### src/rtl/uart9_pkg.sv
package uart9_pkg;

    typedef enum logic [1:0] {
        MODE_OFF = 2'b00,
        MODE_8B  = 2'b01,
        MODE_9A  = 2'b10,
        MODE_9B  = 2'b11
    } uart9_mode_e;

    localparam int unsigned CTL_W      = 8;
    localparam int unsigned B_MODE_HI  = 7;
    localparam int unsigned B_MODE_LO  = 6;
    localparam int unsigned B_FILT     = 5;
    localparam int unsigned B_RXEN     = 4;
    localparam int unsigned B_TX9      = 3;
    localparam int unsigned B_RX9      = 2;
    localparam int unsigned B_TXDONE   = 1;
    localparam int unsigned B_RXDONE   = 0;

endpackage

### src/rtl/uart9_tx.sv
module uart9_tx #(
    parameter int unsigned DATA_W = 8,
    parameter int unsigned OVS    = 16
) (
    input  logic              clk,
    input  logic              rst_n,
    input  logic              tick,
    input  logic              start,
    input  logic              nine,
    input  logic              bit9,
    input  logic [DATA_W-1:0] din,
    output logic              txd,
    output logic              busy,
    output logic              done
);
    localparam int unsigned FRAME_W = DATA_W + 3;
    localparam int unsigned CNT_W   = $clog2(FRAME_W + 1);
    localparam int unsigned PH_W    = $clog2(OVS);

    typedef struct packed {
        logic               busy;
        logic [FRAME_W-1:0] shreg;
        logic [CNT_W-1:0]   left;
        logic [PH_W-1:0]    phase;
    } tx_state_t;

    tx_state_t s_d, s_q;

    always_comb begin
        s_d  = s_q;
        done = 1'b0;
        if (!s_q.busy) begin
            if (start) begin
                s_d.busy  = 1'b1;
                s_d.shreg = {1'b1, (nine ? bit9 : 1'b1), din, 1'b0};
                s_d.left  = nine ? CNT_W'(FRAME_W) : CNT_W'(FRAME_W - 1);
                s_d.phase = '0;
            end
        end else if (tick) begin
            if (s_q.phase == PH_W'(OVS - 1)) begin
                s_d.phase = '0;
                s_d.shreg = {1'b1, s_q.shreg[FRAME_W-1:1]};
                s_d.left  = s_q.left - 1'b1;
                if (s_q.left == CNT_W'(1)) begin
                    s_d.busy = 1'b0;
                    done     = 1'b1;
                end
            end else begin
                s_d.phase = s_q.phase + 1'b1;
            end
        end
    end

    always_ff @(posedge clk or negedge rst_n) begin
        if (!rst_n) begin
            s_q <= '{busy: 1'b0, shreg: '1, left: '0, phase: '0};
        end else begin
            s_q <= s_d;
        end
    end

    assign txd  = s_q.busy ? s_q.shreg[0] : 1'b1;
    assign busy = s_q.busy;

    // a frame opens with a low start bit
    a_r3_start_low: assert property (@(posedge clk) disable iff (!rst_n)
        $rose(s_q.busy) |-> !txd);

    // without a tick the shift register holds, whatever is written
    a_r14_hold_while_busy: assert property (@(posedge clk) disable iff (!rst_n)
        (s_q.busy && !tick) |=> $stable(s_q.shreg));

endmodule

### src/rtl/uart9_rx.sv
module uart9_rx
    import uart9_pkg::*;
#(
    parameter int unsigned DATA_W = 8,
    parameter int unsigned OVS    = 16
) (
    input  logic              clk,
    input  logic              rst_n,
    input  logic              tick,
    input  logic              rxd,
    input  logic              enable,
    input  logic              nine,
    output logic              frame_valid,
    output logic [DATA_W-1:0] frame_data,
    output logic              frame_bit9,
    output logic              frame_stop
);
    localparam int unsigned PH_W  = $clog2(OVS);
    localparam int unsigned HALF  = OVS / 2;
    localparam int unsigned IDX_W = $clog2(DATA_W + 1);

    typedef enum logic [1:0] {RX_IDLE, RX_START, RX_DATA, RX_STOP} rx_st_e;

    typedef struct packed {
        rx_st_e            st;
        logic [1:0]        sync;
        logic [PH_W-1:0]   phase;
        logic [IDX_W-1:0]  idx;
        logic [DATA_W:0]   sh;
        logic              nine;
    } rx_state_t;

    rx_state_t s_d, s_q;
    logic      rx_bit;
    logic [IDX_W-1:0] last_idx;

    assign rx_bit   = s_q.sync[1];
    assign last_idx = s_q.nine ? IDX_W'(DATA_W) : IDX_W'(DATA_W - 1);

    always_comb begin
        s_d         = s_q;
        s_d.sync    = {s_q.sync[0], rxd};
        frame_valid = 1'b0;
        frame_stop  = rx_bit;
        case (s_q.st)
            RX_IDLE: begin
                if (enable && !rx_bit) begin
                    s_d.st    = RX_START;
                    s_d.phase = '0;
                    s_d.nine  = nine;
                end
            end
            RX_START: begin
                if (tick) begin
                    if (s_q.phase == PH_W'(HALF - 1)) begin
                        s_d.phase = '0;
                        s_d.idx   = '0;
                        s_d.st    = rx_bit ? RX_IDLE : RX_DATA;
                    end else begin
                        s_d.phase = s_q.phase + 1'b1;
                    end
                end
            end
            RX_DATA: begin
                if (tick) begin
                    if (s_q.phase == PH_W'(OVS - 1)) begin
                        s_d.phase = '0;
                        s_d.sh    = {rx_bit, s_q.sh[DATA_W:1]};
                        if (s_q.idx == last_idx) begin
                            s_d.st = RX_STOP;
                        end else begin
                            s_d.idx = s_q.idx + 1'b1;
                        end
                    end else begin
                        s_d.phase = s_q.phase + 1'b1;
                    end
                end
            end
            default: begin
                if (tick) begin
                    if (s_q.phase == PH_W'(OVS - 1)) begin
                        s_d.phase   = '0;
                        s_d.st      = RX_IDLE;
                        frame_valid = 1'b1;
                    end else begin
                        s_d.phase = s_q.phase + 1'b1;
                    end
                end
            end
        endcase
    end

    always_ff @(posedge clk or negedge rst_n) begin
        if (!rst_n) begin
            s_q <= '{st: RX_IDLE, sync: 2'b11, phase: '0, idx: '0, sh: '0, nine: 1'b0};
        end else begin
            s_q <= s_d;
        end
    end

    assign frame_data = s_q.nine ? s_q.sh[DATA_W-1:0] : s_q.sh[DATA_W:1];
    assign frame_bit9 = s_q.nine & s_q.sh[DATA_W];

    // a disabled receiver never leaves idle
    a_r11_idle_when_off: assert property (@(posedge clk) disable iff (!rst_n)
        (s_q.st == RX_IDLE && !enable) |=> (s_q.st == RX_IDLE));

    // a high line at mid start bit sends the receiver back to idle
    a_r13_false_start: assert property (@(posedge clk) disable iff (!rst_n)
        (s_q.st == RX_START && tick && s_q.phase == PH_W'(HALF - 1) && rx_bit)
        |=> (s_q.st == RX_IDLE));

endmodule

### src/rtl/uart9_regs.sv
module uart9_regs
    import uart9_pkg::*;
#(
    parameter int unsigned DATA_W = 8
) (
    input  logic              clk,
    input  logic              rst_n,
    input  logic              ctl_we,
    input  logic [CTL_W-1:0]  ctl_wdata,
    input  logic              tx_done,
    input  logic              rx_valid,
    input  logic [DATA_W-1:0] rx_frame_data,
    input  logic              rx_frame_bit9,
    input  logic              rx_frame_stop,
    output logic [CTL_W-1:0]  ctl_q,
    output logic [DATA_W-1:0] rx_buf
);
    typedef struct packed {
        logic [CTL_W-1:0]  ctl;
        logic [DATA_W-1:0] rbuf;
    } reg_state_t;

    reg_state_t s_d, s_q;
    logic       nine;
    logic       accept;
    logic       clr_tx, clr_rx;

    assign nine   = s_q.ctl[B_MODE_HI];
    assign accept = rx_valid && rx_frame_stop
                    && !(nine && s_q.ctl[B_FILT] && !rx_frame_bit9);
    assign clr_tx = ctl_we && !ctl_wdata[B_TXDONE];
    assign clr_rx = ctl_we && !ctl_wdata[B_RXDONE];

    always_comb begin
        s_d = s_q;
        if (ctl_we) begin
            s_d.ctl[CTL_W-1:B_RX9] = ctl_wdata[CTL_W-1:B_RX9];
        end
        if (accept) begin
            s_d.rbuf       = rx_frame_data;
            s_d.ctl[B_RX9] = nine ? rx_frame_bit9 : rx_frame_stop;
        end
        s_d.ctl[B_TXDONE] = tx_done | (s_q.ctl[B_TXDONE] & ~clr_tx);
        s_d.ctl[B_RXDONE] = accept  | (s_q.ctl[B_RXDONE] & ~clr_rx);
    end

    always_ff @(posedge clk or negedge rst_n) begin
        if (!rst_n) begin
            s_q <= '0;
        end else begin
            s_q <= s_d;
        end
    end

    assign ctl_q  = s_q.ctl;
    assign rx_buf = s_q.rbuf;

    // a set flag survives anything but a written zero
    a_r5_flag_sticky: assert property (@(posedge clk) disable iff (!rst_n)
        (ctl_q[B_TXDONE] && !(ctl_we && !ctl_wdata[B_TXDONE])) |=> ctl_q[B_TXDONE]);

    // a transmit completion is never lost to a simultaneous write
    a_r6_set_wins: assert property (@(posedge clk) disable iff (!rst_n)
        tx_done |=> ctl_q[B_TXDONE]);

    // filtered data frames leave the receive flag clear
    a_r9_filter_drop: assert property (@(posedge clk) disable iff (!rst_n)
        (rx_valid && ctl_q[B_MODE_HI] && ctl_q[B_FILT] && !rx_frame_bit9
         && !ctl_q[B_RXDONE] && !ctl_we) |=> !ctl_q[B_RXDONE]);

    // a frame with a low stop bit does not touch the buffer
    a_r10_bad_stop: assert property (@(posedge clk) disable iff (!rst_n)
        (rx_valid && !rx_frame_stop) |=> $stable(rx_buf));

    // the buffer only changes when a frame completes
    a_r7_buf_hold: assert property (@(posedge clk) disable iff (!rst_n)
        !rx_valid |=> $stable(rx_buf));

endmodule

### src/rtl/uart9_port.sv
module uart9_port
    import uart9_pkg::*;
#(
    parameter int unsigned DATA_W = 8,
    parameter int unsigned OVS    = 16
) (
    input  logic              clk,
    input  logic              rst_n,
    input  logic              baud_tick,
    input  logic              ctl_we,
    input  logic [7:0]        ctl_wdata,
    input  logic              dat_we,
    input  logic [DATA_W-1:0] tx_data,
    output logic [7:0]        ctl_rdata,
    output logic [DATA_W-1:0] rx_data,
    input  logic              rxd,
    output logic              txd
);
    logic [CTL_W-1:0]  ctl;
    logic              port_on;
    logic              tx_busy, tx_done;
    logic              rx_valid, rx_bit9, rx_stop;
    logic [DATA_W-1:0] rx_frame;

    assign port_on = (uart9_mode_e'(ctl[B_MODE_HI:B_MODE_LO]) != MODE_OFF);

    uart9_tx #(.DATA_W(DATA_W), .OVS(OVS)) tx_i (
        .clk   (clk),
        .rst_n (rst_n),
        .tick  (baud_tick),
        .start (dat_we && port_on),
        .nine  (ctl[B_MODE_HI]),
        .bit9  (ctl[B_TX9]),
        .din   (tx_data),
        .txd   (txd),
        .busy  (tx_busy),
        .done  (tx_done)
    );

    uart9_rx #(.DATA_W(DATA_W), .OVS(OVS)) rx_i (
        .clk         (clk),
        .rst_n       (rst_n),
        .tick        (baud_tick),
        .rxd         (rxd),
        .enable      (ctl[B_RXEN] && port_on),
        .nine        (ctl[B_MODE_HI]),
        .frame_valid (rx_valid),
        .frame_data  (rx_frame),
        .frame_bit9  (rx_bit9),
        .frame_stop  (rx_stop)
    );

    uart9_regs #(.DATA_W(DATA_W)) regs_i (
        .clk           (clk),
        .rst_n         (rst_n),
        .ctl_we        (ctl_we),
        .ctl_wdata     (ctl_wdata),
        .tx_done       (tx_done),
        .rx_valid      (rx_valid),
        .rx_frame_data (rx_frame),
        .rx_frame_bit9 (rx_bit9),
        .rx_frame_stop (rx_stop),
        .ctl_q         (ctl),
        .rx_buf        (rx_data)
    );

    assign ctl_rdata = ctl;

    // with the port off and nothing in flight the line stays high
    a_r12_off_quiet: assert property (@(posedge clk) disable iff (!rst_n)
        (!port_on && !tx_busy && !ctl_we) |=> txd);

endmodule

### config.mk
export PLATFORM = sky130hd
export DESIGN_NAME = uart9_port
export DESIGN_NICKNAME = d
export VERILOG_FILES = /design/src/rtl/uart9_pkg.sv /design/src/rtl/uart9_tx.sv /design/src/rtl/uart9_rx.sv /design/src/rtl/uart9_regs.sv /design/src/rtl/uart9_port.sv
export SDC_FILE = /design/constraint.sdc
export NUM_CORES = 1
export LEC_CHECK = 0
export BUFFER_PORTS_ARGS = -buffer_cell sky130_fd_sc_hd__buf_2
export CAP_MARGIN = 10
export CORE_MARGIN = 5
export CORE_UTILIZATION = 57
export CTS_CLUSTER_SIZE = 25
export DETAILED_ROUTE_END_ITERATION = 10
export GPL_ROUTABILITY_DRIVEN = 0
export PLACE_DENSITY = 0.79
export SYNTH_ARGS = -nofsm -noshare
export SYNTH_HDL_FRONTEND = slang
export SYNTH_SLANG_ARGS = --single-unit
### constraint.sdc
create_clock -name clk -period 1.8 [get_ports clk]
set_input_delay 0.18 -clock clk [delete_from_list [all_inputs] [get_ports clk]]
set_output_delay 0.18 -clock clk [all_outputs]
set_load 0.05 [all_outputs]
==> results of run 1 <==
critical path, cell delays in order (launching register included):
cell and delay (ns):
dfrtp_1 0.41, ha_4 0.18, nand3_2 0.13, or3_1 0.37, buf_4 0.20, mux2_4 0.31
registers in the layout, indices dropped and copies added (netlist names):
name             cells
tx_i.busy            1
rx_i.s_d             1
tx_i.s_q            19
rx_i.s_q            20
rx_i.frame_stop      1
regs_i.rx_buf        8
regs_i.ctl_q         8
timing repair:
| action | in CTS | in global routing |
|---|---|---|
| setup endpoints to repair | 2 | 23 |
| hold endpoints to repair | 9 | 0 |
| buffers inserted | 0 | 0 |
| resized for setup | 1 | 4 |
| hold buffers | 2 | 0 |
| pin swaps | 0 | 1 |
cell type report:
cell class	count	share of cell area (%)
inverters	10	1.10
clock inverters	4	2.16
repair buffers	53	9.74
flip-flops and latches	58	42.9
clock buffers	12	4.54
well taps	67	2.45
multi-input cells	186	37.1
cell usage after synthesis (3+ instances only):
cell	number
dfstp_2	13
mux2_4	8
a21oi_1	7
buf_2	9
ha_1	5
dfrtp_1	45
nand3_1	9
mux2_2	6
nor2b_1	3
nand2_1	42
a21o_1	4
nand2b_1	6
buf_4	3
mux2i_1	11
o21ai_1	6
nor2_1	15
a22oi_1	8
inv_1	10
o21ai_0	17
worst max-delay path by stage:
stage / start / end / slack, ns / cells after the start
4_1_cts: rx_i.s_q[14] / rx_i.s_q[7] / 0.04 / 5
3_3_place_gp: tx_i.s_q[0] / tx_i.busy / 0.01 / 6
6_report: rx_i.s_q[14] / rx_i.s_q[7] / 0.08 / 5
5_1_grt: rx_i.s_q[15] / rx_i.s_q[7] / 0.02 / 5
2_1_floorplan: rx_i.s_q[14] / rx_i.s_q[1] / 0.18 / 5
3_5_place_dp: tx_i.s_q[0] / tx_i.busy / 0.01 / 6
per-layer routing:
| metal | track usage, % | vias to the layer above |
|---|---|---|
| met5 | 0 | - |
| met4 | 7.09 | 0 |
| met3 | 5.94 | 7 |
| met2 | 33.8 | 54 |
| met1 | 25.7 | 1097 |
| li1 | - | 1046 |
per-stage QoR:
stage	power, uW	setup WS [ns]
5_1_grt	4240	0.0204
3_3_place_gp	2560	0.0150
4_1_cts	4000	0.0360
6_report	4010	0.0808
2_1_floorplan	2360	0.182
3_5_place_dp	2610	0.00973
logic make-up (layout without fill, tap and decap cells):
family,after synthesis,count (layout)
compound gates,64,64
fa+ha+maj,5,5
mux,25,25
flops,58,58
xor+xnor,3,3
buf+inv,25,79
simple gates,89,89
power by group:
group          leakage (uW)  internal, uW  total [uW]  switching [uW]
Sequential         0.000715          1490        1720             237
Combinational      0.000844           433         911             478
Clock              0.000117           856        1380             524
==> impl_metrics.tcl, run 1 <==
set metrics [dict create \
    dp.cells 372 \
    clkTransAtPathRegs_ns 0.07 \
    worstHoldStart "tx_data[3]" \
    initial_core_util_pct 59.3 \
    ir_worst_vdd_mv 1.05 \
    io_pins 39 \
    async_flop_share_pct 100 \
    cts_num_sinks 58 \
    placed_area_sq_um 3150 \
    layout.nets 345 \
    die_w_um 80.5 \
    power_density_nw_per_um2 1170 \
    h-tree-depth 3 \
    syn_area_sq_um 2840 \
    layout_commonest_cell "dfrtp_1" \
    max_freq_ghz 0.582 \
    synth_edf_count 0 \
    synth_top_family_by_area "compound AO/OA/AOI/OAI gates" \
    n_fill_cell 344 \
    drtAntennaViolNets 0 \
    worstMarginPinSlew_ns 0.443 \
    setup_tns_ns 0 \
    synthFlopType "dfrtp_1" \
    reg2regPathDepth 5 \
    wl_met3_um 286 \
    rrSetupSlack_ns 0.08 \
    diodes 0 \
    postSynthNetCount 296 \
    synth_xor_xnor_area_share_pct 0.926 \
    groute.usage.overall_pct 20.5 \
    finalCritPeriodShare_pct 95.5 \
    min_period_ns 1.72 \
    cts_tree "yes" \
    dpl.hpwl_um 4170 \
    synth_top_area_share_pct 39.7 \
    critical_path_class "flop to flop" \
    hold_viol_final 0 \
    final_core_util_pct 71.4 \
    die_h_um 80.5 \
    final_cell_mix "dfrtp_1, nand2_1, buf_2, o21ai_0, nor2_1" \
    finalSetupViolations 0 \
    cts-root-buf "clkbuf_8" \
    r2r_start "rx_i.s_q[14]" \
    synthSimpleGateAreaFrac_pct 14.9 \
    rsz0062_at_grt "no" \
    cp_data_required_time_ns 2.02 \
    top_layer "met4" \
    via_count 2204 \
    design_area_sq_um 3420 \
    ys_types 53 \
    ys_ff_latch 58 \
    hold_depth 3 \
    drt-met1-wl_um 2590 \
    drv_slew 0 \
    synth-compound-area-share_pct 15.4 \
    final_cells 390 \
    drc 0 \
    grt_pass1_vias 2215 \
    synthTopCellsByArea "dfrtp_1, dfstp_2, nand2_1, mux2_4, mux2i_1" \
    synthMuxAreaShare_pct 10.5 \
    synth_largest_area_cell "dfrtp_1" \
    holdWs_ns 0.0623 \
    grt_start_max_net_pins 41 \
    hold_class "primary input to flop" \
    met2_length_um 3080 \
    synthCells 269 \
    min_to "tx_i.s_q[12]" \
    grt_pass1_wl_um 10100 \
    crit_fanout 9 \
    multi_input_area_sq_um 1270 \
    design.core.area_sq_um 4790 \
    port_buffers 38 \
    cts.path.max_buffers 2 \
    drt_iter0_markers 69 \
    insertion_delay_ns 0.34 \
    skew_ns 0.0109 \
    crit_path_start_kind "flop" \
    drt_pass1_iterations 4 \
    antenna_found_initial 0 \
    die_area_sq_um 6490 \
    viasPerCell 5.65 \
    grt.overflow.total 0 \
    ff_latch_area_sq_um 1470 \
    post_drt_wl_per_cell_um 15.5 \
    r2r_end "rx_i.s_q[7]" \
    p_leak_uw 0.00168 \
    finalWirelength_um 6030 \
    synth_area_per_cell_sq_um 10.5 \
    status "finished, final reports clean" \
    maxCapViolations 0 \
    drive_above_1_share_pct 31.3 \
    cp.arrival_ns 1.94 \
    end_kind "flop" \
    slew_headroom_pct 70.5 \
    areaGrowthSynthToFinish_pct 20.5 \
    num_rows 25 \
    synth_adder_area_share_pct 2.21 \
    ys_warn_count 0 \
    synth_seq_area_share_pct 51.7 \
    cts_buffers 9 \
]
Power figures use the tool's default switching activity.
==> run 2: changes to the inputs <==
--- a/config.mk
+++ b/config.mk
@@ -7,6 +7,7 @@
 export LEC_CHECK = 0
 export BUFFER_PORTS_ARGS = -buffer_cell sky130_fd_sc_hd__buf_2
 export CAP_MARGIN = 10
+export CORE_ASPECT_RATIO = 1.75
 export CORE_MARGIN = 5
 export CORE_UTILIZATION = 57
 export CTS_CLUSTER_SIZE = 25
==> impl_metrics.tcl, run 2 (synthesis gave the netlist of run 1 again) <==
set metrics [dict create \
    drt_iter0_markers 63 \
    finalCritPeriodShare_pct 96.0 \
    via_count 2205 \
    worstMarginPinSlew_ns 0.397 \
    clkTransAtPathRegs_ns 0.07 \
    finalWirelength_um 5910 \
    worstHoldStart "ctl_wdata[3]" \
    critical_path_class "flop to flop" \
    status "finished, final reports clean" \
    diodes 0 \
    power_density_nw_per_um2 1140 \
    skew_ns 0.0124 \
    cts_num_sinks 58 \
    drt_pass1_iterations 4 \
    antenna_found_initial 0 \
    cts.path.max_buffers 2 \
    areaGrowthSynthToFinish_pct 19.5 \
    die_area_sq_um 6540 \
    cp.arrival_ns 1.97 \
    ir_worst_vdd_mv 1.08 \
    dpl.hpwl_um 4160 \
    die_w_um 63.3 \
    path_delay_family "simple AND/OR/NAND/NOR gates" \
    initial_core_util_pct 58.0 \
    grt.overflow.total 0 \
    drtAntennaViolNets 0 \
    reg2regPathDepth 5 \
    viasPerCell 5.80 \
    drive_above_1_share_pct 31.9 \
    layout_commonest_cell "dfrtp_1" \
    insertion_delay_ns 0.36 \
    drc 0 \
    drv_slew 0 \
    layout.nets 348 \
    slowest_delay_ns 0.39 \
    min_to "regs_i.ctl_q[3]" \
    r2r_end "rx_i.s_q[5]" \
    setup_tns_ns 0 \
    finalSetupViolations 0 \
    groute.usage.overall_pct 19.1 \
    rsz0062_at_grt "no" \
    maxCapViolations 0 \
    grt_start_max_net_pins 59 \
    final_cells 380 \
    grt_pass1_vias 2128 \
    port_buffers 38 \
    grt_pass1_wl_um 9660 \
    io_pins 39 \
    n_fill_cell 368 \
    design.core.area_sq_um 4890 \
    largest-register "rx_i.s_q" \
    crit_buf_inv 1 \
    largest_register_ff_count 20 \
    max_freq_ghz 0.579 \
    slew_headroom_pct 73.5 \
    cts_tree "yes" \
    cts-root-buf "clkbuf_8" \
    end_kind "flop" \
    r2r_start "rx_i.s_q[14]" \
    cts_buffers 9 \
    cp_data_required_time_ns 2.04 \
    dp.cells 362 \
    ff_latch_area_sq_um 1470 \
    num_rows 34 \
    p_total_uw 3860 \
    crit_slowest_cell "dfrtp_1" \
    hold_depth 3 \
    die_h_um 103 \
    crit_path_start_kind "flop" \
    final_cell_mix "dfrtp_1, nand2_1, buf_2, o21ai_0" \
    rrSetupSlack_ns 0.07 \
    min_period_ns 1.73 \
    crit_fanout 9 \
    hold_viol_final 0 \
    reg_top3 "rx_i.s_q: 20 flops, tx_i.s_q: 19 flops" \
    p_leak_uw 0.00167 \
    h-tree-depth 3 \
    multi_input_area_sq_um 1260 \
    path_cells "ha_2 > nand3_2 > or3_1 > buf_4 > mux2_4" \
    post_drt_wl_per_cell_um 15.5 \
    hold_class "primary input to flop" \
]
run 2: cell types whose count changed in the layout (fill, tap and decap cells not counted):
cell,previous run,this run
buf_4,11,14
bufinv_16,2,1
clkinv_4,1,0
clkinvlp_4,0,2
ha_2,0,1
ha_4,1,0
run 2: timing repair:
action | CTS | global route
hold buffers | 2 | 0
endpoints found under the setup margin | 0 | 21
hold endpoints to repair | 46 | 0
setup buffers | 0 | 0
resized for setup | 0 | 4
run 2: worst reg2reg max path, delay by kind of cell, from the launching register on:
family	cells	cell delay, ns
DFF	1	0.39
muxes	1	0.31
adders and majority gates	1	0.23
buffers and inverters	1	0.20
and+or+nand+nor	2	0.49
run 2: routing by layer:
metal	up-vias	wire, um	share of wire [%]	GRT usage, %
li1	1055	-	-	-
met1	1076	2350	40	20.9
met2	58	3060	52	32.2
met3	16	304	5.1	7.46
met4	0	192	3.3	9.44
met5	-	0	0	0
run 2: worst max path at each step:
stage                       from          end  depth (start not counted)
finish              rx_i.s_q[14]  rx_i.s_q[5]                          5
global route        rx_i.s_q[14]  rx_i.s_q[5]                          5
CTS                 rx_i.s_q[14]  rx_i.s_q[5]                          5
detailed placement  rx_i.s_q[14]  rx_i.s_q[7]                          5
global placement    rx_i.s_q[14]  rx_i.s_q[3]                          5
floorplan           rx_i.s_q[14]  rx_i.s_q[1]                          5
run 2: per-stage QoR:
stage / utilization, % / instance area (sq um) / hold slack (ns) / setup slack (ns)
after floorplan: - / 2840 / -0.116 / 0.182
after global placement: 64.5 / 3150 / 0.203 / 0.0949
after detailed placement: 64.5 / 3150 / 0.202 / 0.0517
after CTS: 69.1 / 3380 / 0.0330 / 0.0454
after global routing: 69.3 / 3390 / 0.0352 / 0.0262
final: 69.3 / 3390 / 0.0363 / 0.0724
run 2: where the power goes:
part / total, uW / switching (uW) / internal, uW
Clock: 1240 / 532 / 712
Combinational: 930 / 493 / 437
Sequential: 1690 / 200 / 1490
run 2: area by class of cell:
cell class                      count  area share [%]
Sequential cell                    58            43.3
Multi-Input combinational cell    186            37.1
Timing Repair Buffer               56            10.5
Clock buffer                       12            4.58
Tap cell                           54            1.99
Clock inverter                      4            1.48
Inverter                           10            1.11
==> run 3: changes to the inputs <==
--- a/config.mk
+++ b/config.mk
@@ -16,4 +16,5 @@
 export PLACE_DENSITY = 0.79
 export SYNTH_ARGS = -nofsm -noshare
 export SYNTH_HDL_FRONTEND = slang
+export SYNTH_HIERARCHICAL = 1
 export SYNTH_SLANG_ARGS = --single-unit
==> impl_metrics.tcl, run 3 <==
set metrics [dict create \
    layout_commonest_cell "dfrtp_1" \
    grt_pass1_wl_um 9890 \
    port_buffers 38 \
    placed_area_sq_um 3110 \
    dpl.hpwl_um 4110 \
    status "finished, final reports clean" \
    end_kind "flop" \
    path_delay_family "simple AND/OR/NAND/NOR gates" \
    n_fill_cell 371 \
    h-tree-depth 3 \
    crit_slowest_cell "dfrtp_1" \
    die_w_um 63.1 \
    top_layer "met4" \
    finalSetupViolations 0 \
    crit_path_start_kind "flop" \
    design.core.area_sq_um 4890 \
    yosysMostFrequentCell "dfrtp_1" \
    final_cells 346 \
    rsz0062_at_grt "yes" \
    synth_area_per_cell_sq_um 12.1 \
    groute.usage.overall_pct 19.9 \
    p_switching_uw 1290 \
    maxCapViolations 0 \
    layout_setup_ws_ns 0.0734 \
    dp.cells 327 \
    power_density_nw_per_um2 1250 \
    num_rows 34 \
    switching_share_pct 30.6 \
    synth_edf_count 0 \
    design_area_sq_um 3370 \
    ys_ff_latch 58 \
    hold_class "primary input to flop" \
    slew_headroom_pct 72.3 \
    antenna_found_initial 0 \
    hold_viol_final 0 \
    post_drt_wl_per_cell_um 16.8 \
    synth_seq_area_share_pct 52.1 \
    reg_top3 "rx_i/s_q: 20 flops, tx_i/s_q: 19 flops" \
    min_period_ns 1.73 \
    max_freq_ghz 0.579 \
    synth_top_area_share_pct 40.0 \
    finalWirelength_um 5820 \
    largest-register "rx_i/s_q" \
    cp_data_required_time_ns 2.02 \
    die_area_sq_um 6500 \
    diodes 0 \
    drv_slew 0 \
    cts_num_sinks 58 \
    synth.top_cells.by_count "dfrtp_1, mux2_2, dfstp_2, nand2_1" \
    multi_input_area_sq_um 1260 \
    setup_tns_ns 0 \
    cts_tree "yes" \
    ff_latch_area_sq_um 1470 \
    path_cells "ha_2 > nand4_1 > nor2_2 > nand2_2 > a21oi_4 > buf_12 > mux2_2" \
    clkTransAtPathRegs_ns 0.06 \
    postSynthNetCount 260 \
    cts_buffers 9 \
    drt_iter0_markers 83 \
    final_cell_mix "dfrtp_1, buf_2, mux2_2, dfstp_2, nand2_1" \
    drive_above_1_share_pct 44.9 \
    drt_pass1_iterations 4 \
    layout.nets 314 \
    via_count 2024 \
    grt.overflow.total 0 \
    p_comb_share_pct 24.7 \
    initial_core_util_pct 57.5 \
    crit_buf_inv 1 \
    ys_types 51 \
    drt-met1-wl_um 2230 \
    areaGrowthSynthToFinish_pct 19.7 \
    grt_start_max_net_pins 45 \
    synthFlopType "dfrtp_1" \
    viasPerCell 5.85 \
    p_leak_uw 0.00162 \
    io_pins 39 \
    internal_power_uw 2920 \
    dp_slack_ns -0.0345 \
    cts-root-buf "clkbuf_8" \
    wl_met3_um 282 \
    synthTopCellsByArea "dfrtp_1, mux2_2, dfstp_2, a221o_1, and2_1" \
    cp.arrival_ns 1.94 \
    critical_path_class "flop to flop" \
    largest_register_ff_count 20 \
    skew_ns 0.0105 \
    finalCritPeriodShare_pct 95.9 \
    async_flop_share_pct 100 \
    clkPwrFrac_pct 30.1 \
    cts.path.max_buffers 2 \
    synthCells 233 \
    syn_area_sq_um 2820 \
    worstMarginPinSlew_ns 0.415 \
    synth_largest_area_cell "dfrtp_1" \
    slowest_delay_ns 0.38 \
    insertion_delay_ns 0.34 \
    drtAntennaViolNets 0 \
    die_h_um 103 \
    drc 0 \
    p_seq_share_pct 45.1 \
    ys_warn_count 6 \
    crit_fanout 9 \
    ir_worst_vdd_mv 1.00 \
    met2_length_um 3200 \
    grt_pass1_vias 2113 \
]
-- run 3: cell count changes in the layout (fill, tap and decap cells not counted), moves of 5 or more --
cell,previous run,this run
o21ai_1,6,0
and2_1,1,11
nor2_1,14,8
inv_1,10,5
mux2_4,8,0
a221o_1,2,11
mux2i_1,11,0
a22oi_1,8,1
o21ai_0,17,8
mux2_2,6,34
nand2_1,42,12
-- run 3: kinds of logic (layout without fill, tap and decap cells) --
kind of cell,count (synthesis),count (layout),share of synthesized area (%)
compound gates,50,50,13.8
xor+xnor,1,1,0.311
fa+ha+maj,5,5,2.22
buf+inv,16,75,3.33
flops,58,58,52.1
mux,34,34,13.6
simple gates,69,69,14.6
-- run 3: layout make-up --
type / instances / share of cell area [%]
multi-input combinational: 159 / 37.4
tap: 54 / 2.01
inverter: 5 / 0.557
timing repair buffer: 54 / 10.2
sequential: 58 / 43.6
clock inverter: 6 / 2.45
clock buffer: 10 / 3.79
-- run 3: worst paths after layout --
check / from / end / slack (ns) / cells past startpoint
worst max-delay path: rx_i/s_q[14] / regs_i/rx_buf[7] / 0.07 / 7
worst min-delay path: ctl_wdata[3] / regs_i/ctl_q[3] / 0.08 / 2
worst max register to register: rx_i/s_q[14] / regs_i/rx_buf[7] / 0.07 / 7
worst min register to register: rx_i/s_d[19] / rx_i/frame_stop / 0.37 / 0
max in group asynchronous: rst_n / rx_i/frame_stop / 0.91 / 3
min in group asynchronous: rst_n / rx_i/s_q[16] / 0.29 / 2
-- run 3: metal layers --
metal	vias up	track usage (%)
met5	-	0
met4	0	11.1
met3	10	5.89
met2	46	34.1
met1	1005	22.0
li1	963	-
-- run 3: power by group through the flow --
stage	Sequential (uW)	Combinational [uW]	Clock [uW]
after global placement	1900	1000	0
final	1900	1040	1270
after floorplan	1880	741	0
after detailed placement	1910	1030	0
after global routing	1940	1170	1360
after CTS	1900	1050	1310
-- run 3: through the flow --
step | utilization (%) | hold slack, ns | total power [uW]
finish | 68.9 | 0.0775 | 4210
floorplan | - | -0.116 | 2620
global route | 68.9 | 0.0553 | 4470
CTS | 68.7 | 0.0566 | 4250
global placement | 63.5 | 0.120 | 2900
detailed placement | 63.5 | 0.122 | 2950
-- run 3: worst reg2reg max path, delay by kind of cell, from the launching register on --
| kind | cells | cell delay (ns) |
|---|---|---|
| flip-flops | 1 | 0.38 |
| AO/OA/AOI/OAI | 1 | 0.15 |
| adder cells (fa/ha/maj) | 1 | 0.23 |
| buffers and inverters | 1 | 0.14 |
| multiplexers | 1 | 0.33 |
| AND/OR/NAND/NOR | 3 | 0.40 |
-- run 3: timing repair --
item                       CTS  global route
buffers inserted             1             0
hold buffers                 2             0
hold endpoints to repair    15             0
setup endpoints to repair    8            17
resized for setup            1             3
